[src/rtl/cache2w_pkg.sv]
package cache2w_pkg;

  typedef struct packed {
    logic lruTouch;
    logic cpuWrite;
    logic fillWord;
    logic fillDone;
    logic latchVictim;
    logic evictSel;
    logic beatSel;
  } dpStrobe_t;

  typedef enum logic [1:0] {
    ST_IDLE,
    ST_EVICT,
    ST_FILL,
    ST_THRU
  } ctrlState_t;

endpackage

[src/rtl/cache2w_dp.sv]
module cache2w_dp
  import cache2w_pkg::*;
#(
  parameter int ADDR_W      = 32,
  parameter int DATA_W      = 32,
  parameter int BLOCK_WORDS = 4,
  parameter int SETS        = 4,
  parameter bit WRITE_BACK  = 1'b1
) (
  input  logic              clk,
  input  logic              rst,
  input  dpStrobe_t         strobe,
  input  logic [ADDR_W-1:0] cpuAddr,
  input  logic [DATA_W-1:0] cpuWdata,
  input  logic [$clog2(BLOCK_WORDS)-1:0] beat,
  input  logic [DATA_W-1:0] memRdata,
  output logic              hit,
  output logic              victimDirty,
  output logic [DATA_W-1:0] rdata,
  output logic [ADDR_W-1:0] memAddr,
  output logic [DATA_W-1:0] memWdata
);

  localparam int WAYS     = 2;
  localparam int BYTE_OFS = $clog2(DATA_W / 8);
  localparam int WIDX     = $clog2(BLOCK_WORDS);
  localparam int SET_W    = $clog2(SETS);
  localparam int TAG_W    = ADDR_W - SET_W - WIDX - BYTE_OFS;

  logic [TAG_W-1:0]  tagMem   [SETS][WAYS];
  logic [DATA_W-1:0] dataMem  [SETS][WAYS][BLOCK_WORDS];
  logic [WAYS-1:0]   validMem [SETS];
  logic [WAYS-1:0]   dirtyMem [SETS];
  logic [SETS-1:0]   lruVec;

  logic [TAG_W-1:0] cpuTag;
  logic [SET_W-1:0] cpuSet;
  logic [WIDX-1:0]  cpuWord;
  logic [WAYS-1:0]  wayHit;
  logic             hitWay;
  logic             pickWay;
  logic             victimWay;
  logic             unusedByteBits;

  assign cpuTag         = cpuAddr[ADDR_W-1 -: TAG_W];
  assign cpuSet         = cpuAddr[BYTE_OFS+WIDX +: SET_W];
  assign cpuWord        = cpuAddr[BYTE_OFS +: WIDX];
  assign unusedByteBits = ^cpuAddr[BYTE_OFS-1:0];

  // Parallel tag compare, one comparator per way
  for (genvar w = 0; w < WAYS; w++) begin : g_way
    assign wayHit[w] = validMem[cpuSet][w] && (tagMem[cpuSet][w] == cpuTag);
  end

  assign hit    = |wayHit;
  assign hitWay = wayHit[1];
  assign rdata  = dataMem[cpuSet][hitWay][cpuWord];

  // Replacement choice: empty way 0, then empty way 1, else the LRU pointer
  always_comb begin
    if (!validMem[cpuSet][0])      pickWay = 1'b0;
    else if (!validMem[cpuSet][1]) pickWay = 1'b1;
    else                           pickWay = lruVec[cpuSet];
  end

  assign victimDirty = validMem[cpuSet][pickWay] && dirtyMem[cpuSet][pickWay];

  assign memAddr  = {strobe.evictSel ? tagMem[cpuSet][victimWay] : cpuTag,
                     cpuSet,
                     strobe.beatSel ? beat : cpuWord,
                     {BYTE_OFS{1'b0}}};
  assign memWdata = strobe.evictSel ? dataMem[cpuSet][victimWay][beat] : cpuWdata;

  // Line state: valid, dirty, tag, LRU
  always_ff @(posedge clk) begin
    if (rst) begin
      for (int s = 0; s < SETS; s++) begin
        validMem[s] <= '0;
        dirtyMem[s] <= '0;
      end
      lruVec    <= '0;
      victimWay <= 1'b0;
    end else begin
      if (strobe.latchVictim) victimWay <= pickWay;
      if (strobe.lruTouch) lruVec[cpuSet] <= ~hitWay;
      if (strobe.cpuWrite && WRITE_BACK) dirtyMem[cpuSet][hitWay] <= 1'b1;
      if (strobe.fillDone) begin
        tagMem[cpuSet][victimWay]   <= cpuTag;
        validMem[cpuSet][victimWay] <= 1'b1;
        dirtyMem[cpuSet][victimWay] <= 1'b0;
        lruVec[cpuSet]              <= ~victimWay;
      end
    end
  end

  // Data words: no reset needed, guarded by valid
  always_ff @(posedge clk) begin
    if (strobe.fillWord)
      dataMem[cpuSet][victimWay][beat] <= memRdata;
    if (strobe.cpuWrite)
      dataMem[cpuSet][hitWay][cpuWord] <= cpuWdata;
  end

endmodule

[src/rtl/cache2w_ctrl.sv]
module cache2w_ctrl
  import cache2w_pkg::*;
#(
  parameter int BLOCK_WORDS = 4,
  parameter bit WRITE_BACK  = 1'b1
) (
  input  logic      clk,
  input  logic      rst,
  input  logic      cpuReq,
  input  logic      cpuWe,
  input  logic      hit,
  input  logic      victimDirty,
  input  logic      memAck,
  output dpStrobe_t strobe,
  output logic [$clog2(BLOCK_WORDS)-1:0] beat,
  output logic      cpuReady,
  output logic      memReq,
  output logic      memWe
);

  localparam int WIDX = $clog2(BLOCK_WORDS);

  ctrlState_t state, stateNext;
  logic       lastBeat;

  assign lastBeat = (beat == {WIDX{1'b1}});

  always_comb begin
    stateNext = state;
    strobe    = '0;
    cpuReady  = 1'b0;
    memReq    = 1'b0;
    memWe     = 1'b0;
    unique case (state)
      ST_IDLE: begin
        if (cpuReq) begin
          if (hit && (!cpuWe || WRITE_BACK)) begin
            cpuReady        = 1'b1;
            strobe.lruTouch = 1'b1;
            strobe.cpuWrite = cpuWe;
          end else if (cpuWe && !WRITE_BACK) begin
            stateNext = ST_THRU;
          end else begin
            strobe.latchVictim = 1'b1;
            stateNext = victimDirty ? ST_EVICT : ST_FILL;
          end
        end
      end
      ST_EVICT: begin
        memReq          = 1'b1;
        memWe           = 1'b1;
        strobe.evictSel = 1'b1;
        strobe.beatSel  = 1'b1;
        if (memAck && lastBeat) stateNext = ST_FILL;
      end
      ST_FILL: begin
        memReq         = 1'b1;
        strobe.beatSel = 1'b1;
        if (memAck) begin
          strobe.fillWord = 1'b1;
          if (lastBeat) begin
            strobe.fillDone = 1'b1;
            stateNext       = ST_IDLE;
          end
        end
      end
      ST_THRU: begin
        memReq = 1'b1;
        memWe  = 1'b1;
        if (memAck) begin
          cpuReady        = 1'b1;
          strobe.cpuWrite = hit;
          strobe.lruTouch = hit;
          stateNext       = ST_IDLE;
        end
      end
      default: stateNext = ST_IDLE;
    endcase
  end

  always_ff @(posedge clk) begin
    if (rst) begin
      state <= ST_IDLE;
      beat  <= '0;
    end else begin
      state <= stateNext;
      if (memAck && (state == ST_EVICT || state == ST_FILL))
        beat <= beat + 1'b1;
    end
  end

endmodule

[src/rtl/cache2w.sv]
module cache2w
  import cache2w_pkg::*;
#(
  parameter int ADDR_W      = 32,
  parameter int DATA_W      = 32,
  parameter int BLOCK_WORDS = 4,
  parameter int SETS        = 4,
  parameter bit WRITE_BACK  = 1'b1
) (
  input  logic              clk,
  input  logic              rst,
  input  logic              cpuReq,
  input  logic              cpuWe,
  input  logic [ADDR_W-1:0] cpuAddr,
  input  logic [DATA_W-1:0] cpuWdata,
  output logic              cpuReady,
  output logic [DATA_W-1:0] cpuRdata,
  output logic              memReq,
  output logic              memWe,
  output logic [ADDR_W-1:0] memAddr,
  output logic [DATA_W-1:0] memWdata,
  input  logic              memAck,
  input  logic [DATA_W-1:0] memRdata
);

  localparam int WIDX = $clog2(BLOCK_WORDS);

  dpStrobe_t       strobe;
  logic [WIDX-1:0] beat;
  logic            hit;
  logic            victimDirty;

  cache2w_ctrl #(
    .BLOCK_WORDS(BLOCK_WORDS),
    .WRITE_BACK (WRITE_BACK)
  ) u_ctrl (
    .clk        (clk),
    .rst        (rst),
    .cpuReq     (cpuReq),
    .cpuWe      (cpuWe),
    .hit        (hit),
    .victimDirty(victimDirty),
    .memAck     (memAck),
    .strobe     (strobe),
    .beat       (beat),
    .cpuReady   (cpuReady),
    .memReq     (memReq),
    .memWe      (memWe)
  );

  cache2w_dp #(
    .ADDR_W     (ADDR_W),
    .DATA_W     (DATA_W),
    .BLOCK_WORDS(BLOCK_WORDS),
    .SETS       (SETS),
    .WRITE_BACK (WRITE_BACK)
  ) u_dp (
    .clk        (clk),
    .rst        (rst),
    .strobe     (strobe),
    .cpuAddr    (cpuAddr),
    .cpuWdata   (cpuWdata),
    .beat       (beat),
    .memRdata   (memRdata),
    .hit        (hit),
    .victimDirty(victimDirty),
    .rdata      (cpuRdata),
    .memAddr    (memAddr),
    .memWdata   (memWdata)
  );

endmodule

[config.mk]
export PLATFORM = sky130hd
export DESIGN_NAME = cache2w
export DESIGN_NICKNAME = d
export VERILOG_FILES = /design/src/rtl/cache2w_pkg.sv /design/src/rtl/cache2w_dp.sv /design/src/rtl/cache2w_ctrl.sv /design/src/rtl/cache2w.sv
export SDC_FILE = /design/constraint.sdc
export NUM_CORES = 2
export LEC_CHECK = 0
export ABC_AREA = 1
export BUFFER_PORTS_ARGS = -buffer_cell sky130_fd_sc_hd__buf_2
export CAP_MARGIN = 10
export CORE_ASPECT_RATIO = 0.9
export CORE_MARGIN = 1.5
export CORE_UTILIZATION = 56
export CTS_CLUSTER_SIZE = 30
export DETAILED_ROUTE_END_ITERATION = 8
export PLACE_DENSITY = 0.76
export SLEW_MARGIN = 20
export SYNTH_ARGS = -nofsm -noshare
export SYNTH_HDL_FRONTEND = slang
export SYNTH_SLANG_ARGS = --single-unit
[constraint.sdc]
create_clock -name clk -period 4.9 [get_ports clk]
set_input_delay 0.735 -clock clk [delete_from_list [all_inputs] [get_ports clk]]
set_output_delay 0.735 -clock clk [all_outputs]
set_load 0.005 [all_outputs]
==> impl_metrics.toml <==
[run_status]
status = "finished clean"

[min_path]
min_path_type = "in -> reg"

[die]
die_h_um = 298
die-area_um2 = 98300
start_util_pct = 56.8
rows = 107
core-area_um2 = 95100
ioPinCount = 200
die_w_um = 330

[clocking]
ctsHtreeMaxLevel = 3
clockBufferDepth = 3
cts_sinks = 1257
numCtsBuffers = 118
cts_tree = "built"
path_clk_slew_ns = 0.06
clkLatencyLatePin_ns = 0.75
cts_root_buf = "clkbuf_16"

[timing]
clock.fmax_mhz = 208
tightest_slew_ns = 1.23
final-hold-violation-count = 0
post-route-period-util_pct = 98.0
tns_ns = 0
slew_headroom_pct = 17.6
maxSlewViolCount = 0
rsz0062_at_grt = "no"
period_needed_ns = 4.80
finClkSkew_ns = 0.0405
setup_viol = 0

[placement]
dp.cells = 5801
gp_congestion = 0.913
io_buffers = 195
place_hpwl_um = 99800

[setup_path]
path_cells = "buf_4 -> inv_4 -> buf_4 -> nand2_1 -> nand2_1 -> nand2_1 -> nand3_1 -> nand2_1 -> inv_1 -> nand2_1 -> nor2_1 -> nand2_1 -> nor2_1 -> nand2_2 -> inv_1 -> nor2_4 -> buf_12 -> nand2_1 -> o21ai_0 -> a211oi_1 -> nand2_1 -> buf_2"
critPathSlowestCell = "nor2_4"
cp-start-kind = "primary input"
cp_max_fo = 24
cp_data_arrival_time_ns = 4.06
slowest_delay_ns = 0.95
cp-end-kind = "output port"
worst_path_most_repeated_cell = "nand2_1"
crit_type = "in -> out"
crit_required_ns = 4.16

[detailed_routing]
wl_per_cell_um = 28.4
drt_iter0_markers = 6730
drtAntennaViolNets = 0
drt_wl_total_um = 171000
num_vias = 40518
firstDrtPassIters = 9
viasPerCell = 6.73
drc = 0

[logic_synthesis]
synth_top_flop_cell = "edfxtp_1"
synth_area_leaders = "edfxtp_1 69%, nand2_1 7.1%, a21oi_1 3.2%"
yosysSeqAreaShare_pct = 69.7
synth.avg_cell_area_um2 = 11.9
ys_seq_elements = 1257
ys_top_cells_by_count = "1,248 x edfxtp_1, 1,028 x nand2_1, 402 x nor2_1"
synth_most_common_cell = "edfxtp_1"
synth_warnings = 0
synth_cells = 4529
synth_top_area_cell = "edfxtp_1"
syn_area_um2 = 54000
async_flop_share_pct = 0
synth_cell_types = 40
yosysTopAreaCellShare_pct = 69.4
synth_edf_count = 1248

[power_and_ir_drop]
p_per_area_nw_per_um2 = 391
p_leak_uw = 0.0218
max-vdd-ir-drop_uv = 370

[global_route]
antenna_found_initial = 9
grt_max_degree = 143
grt_usage_pct = 34.2
grt_pass1_wl_um = 247000
grt_pass1_vias = 38224
grt-ovfl-total = 0

[cells_and_area]
syn_to_final_growth_pct = 13.0
fin_cells = 6020
nNetsFinal = 4779
layout-drive-gt1-share_pct = 12.5
fillers = 6858
utilization_pct = 64.2

[job]
maxCapViolCount = 0
==> cells in the final DEF (no fill, tap or decap), drive strengths merged, types with 4 or more instances in the layout <==
master | netlist | layout
nand4 | 13 | 13
o311ai | 11 | 11
o221ai | 9 | 9
a211oi | 32 | 32
ha | 8 | 8
clkinv | 2 | 53
o21ai | 127 | 127
a22oi | 220 | 220
o211ai | 97 | 97
dfxtp | 9 | 9
nand3 | 162 | 162
a21oi | 343 | 343
nand2 | 1036 | 1036
clkbuf | 195 | 151
nor2 | 405 | 405
diode | 0 | 7
a221oi | 148 | 148
o22ai | 53 | 53
edfxtp | 1248 | 1248
a22o | 126 | 126
inv | 127 | 126
buf | 143 | 358
or3 | 4 | 4
bufinv | 0 | 6
==> critical path, delay by kind of cell <==
kind	cells	cell delay [ns]
buf+inv	7	1.17
simple gates	13	1.97
compound gates	2	0.17
==> power by group <==
part / switching (µW) / total (µW) / leakage, µW / internal, µW
logic: 2210 / 3090 / 0.00865 / 878
clock network: 4020 / 8860 / 0.00179 / 4840
registers: 41.6 / 11900 / 0.0113 / 11900
==> routing by layer <==
metal / up-vias / GRT usage [%] / wire length, µm
li1: 17097 / - / -
met1: 19358 / 47.1 / 59900
met2: 3440 / 50.6 / 76100
met3: 615 / 9.70 / 26100
met4: 8 / 15.9 / 8560
met5: - / 0 / 61
==> what timing repair did <==
item                                    CTS  global route
setup buffers                             0             1
resized for setup                         0             5
endpoints found under the setup margin    0            12
hold buffers                              0             0
==> cell type report <==
cell class / count / area, µm² / share of cell area, %
Tap cell: 1253 / 1570 / 2.57
Multi-Input combinational cell: 2806 / 14900 / 24.5
Antenna cell: 7 / 17.5 / 0.0287
Inverter: 129 / 508 / 0.832
Sequential cell: 1257 / 37700 / 61.7
Timing Repair Buffer: 358 / 2690 / 4.41
Clock inverter: 59 / 537 / 0.879
Clock buffer: 151 / 3140 / 5.14
==> flip-flops by register name, summed over array words and instances, names as in the netlist <==
| name | count |
|---|---|
| u_dp.lruVec | 4 |
| u_dp.victimWay | 1 |
| u_ctrl.state | 2 |
| u_dp.dataMem | 1024 |
| u_dp.tagMem | 208 |
| u_dp.validMem | 8 |
| u_dp.dirtyMem | 8 |
| u_ctrl.beat | 2 |
==> logic make-up (layout without fill, tap and decap cells) <==
family,count (synthesis),count (layout),synth area share [%]
AOI/OAI and AO/OA,1170,1170,14.7
adders and majority gates,8,8,0.185
buffers and inverters,467,697,3.53
DFF,1257,1257,69.7
other,1,9,0.00694
and+or+nand+nor,1626,1626,11.9
==> stage by stage <==
step | area, µm² | power, µW | worst slack [ns] | hold slack, ns
2_1_floorplan | 54000 | 13800 | 0.0585 | 0.443
6_report | 61100 | 23900 | 0.100 | 0.321
4_1_cts | 61000 | 23700 | 0.0344 | 0.300
5_1_grt | 61000 | 24400 | 0.00309 | 0.316
3_3_place_gp | 57300 | 15100 | 0.0662 | 0.456
3_5_place_dp | 57300 | 15100 | 0.0608 | 0.458
==> worst paths after layout <==
| path | from | endpoint | slack, ns | cells past startpoint |
|---|---|---|---|---|
| worst max-delay path | cpuAddr[4] | cpuRdata[26] | 0.10 | 22 |
| worst min register to register | u_dp.lruVec[2]$_SDFF_PP0_ | u_dp.lruVec[2]$_SDFF_PP0_ | 0.47 | 2 |
| worst max register to register | u_dp.tagMem[3][24]$_DFFE_PP_ | u_dp.dataMem[1][164]$_DFFE_PP_ | 0.87 | 18 |
| worst min-delay path | cpuAddr[14] | u_dp.tagMem[3][34]$_DFFE_PP_ | 0.32 | 1 |
Note: power is estimated with default switching activity, not from simulation.
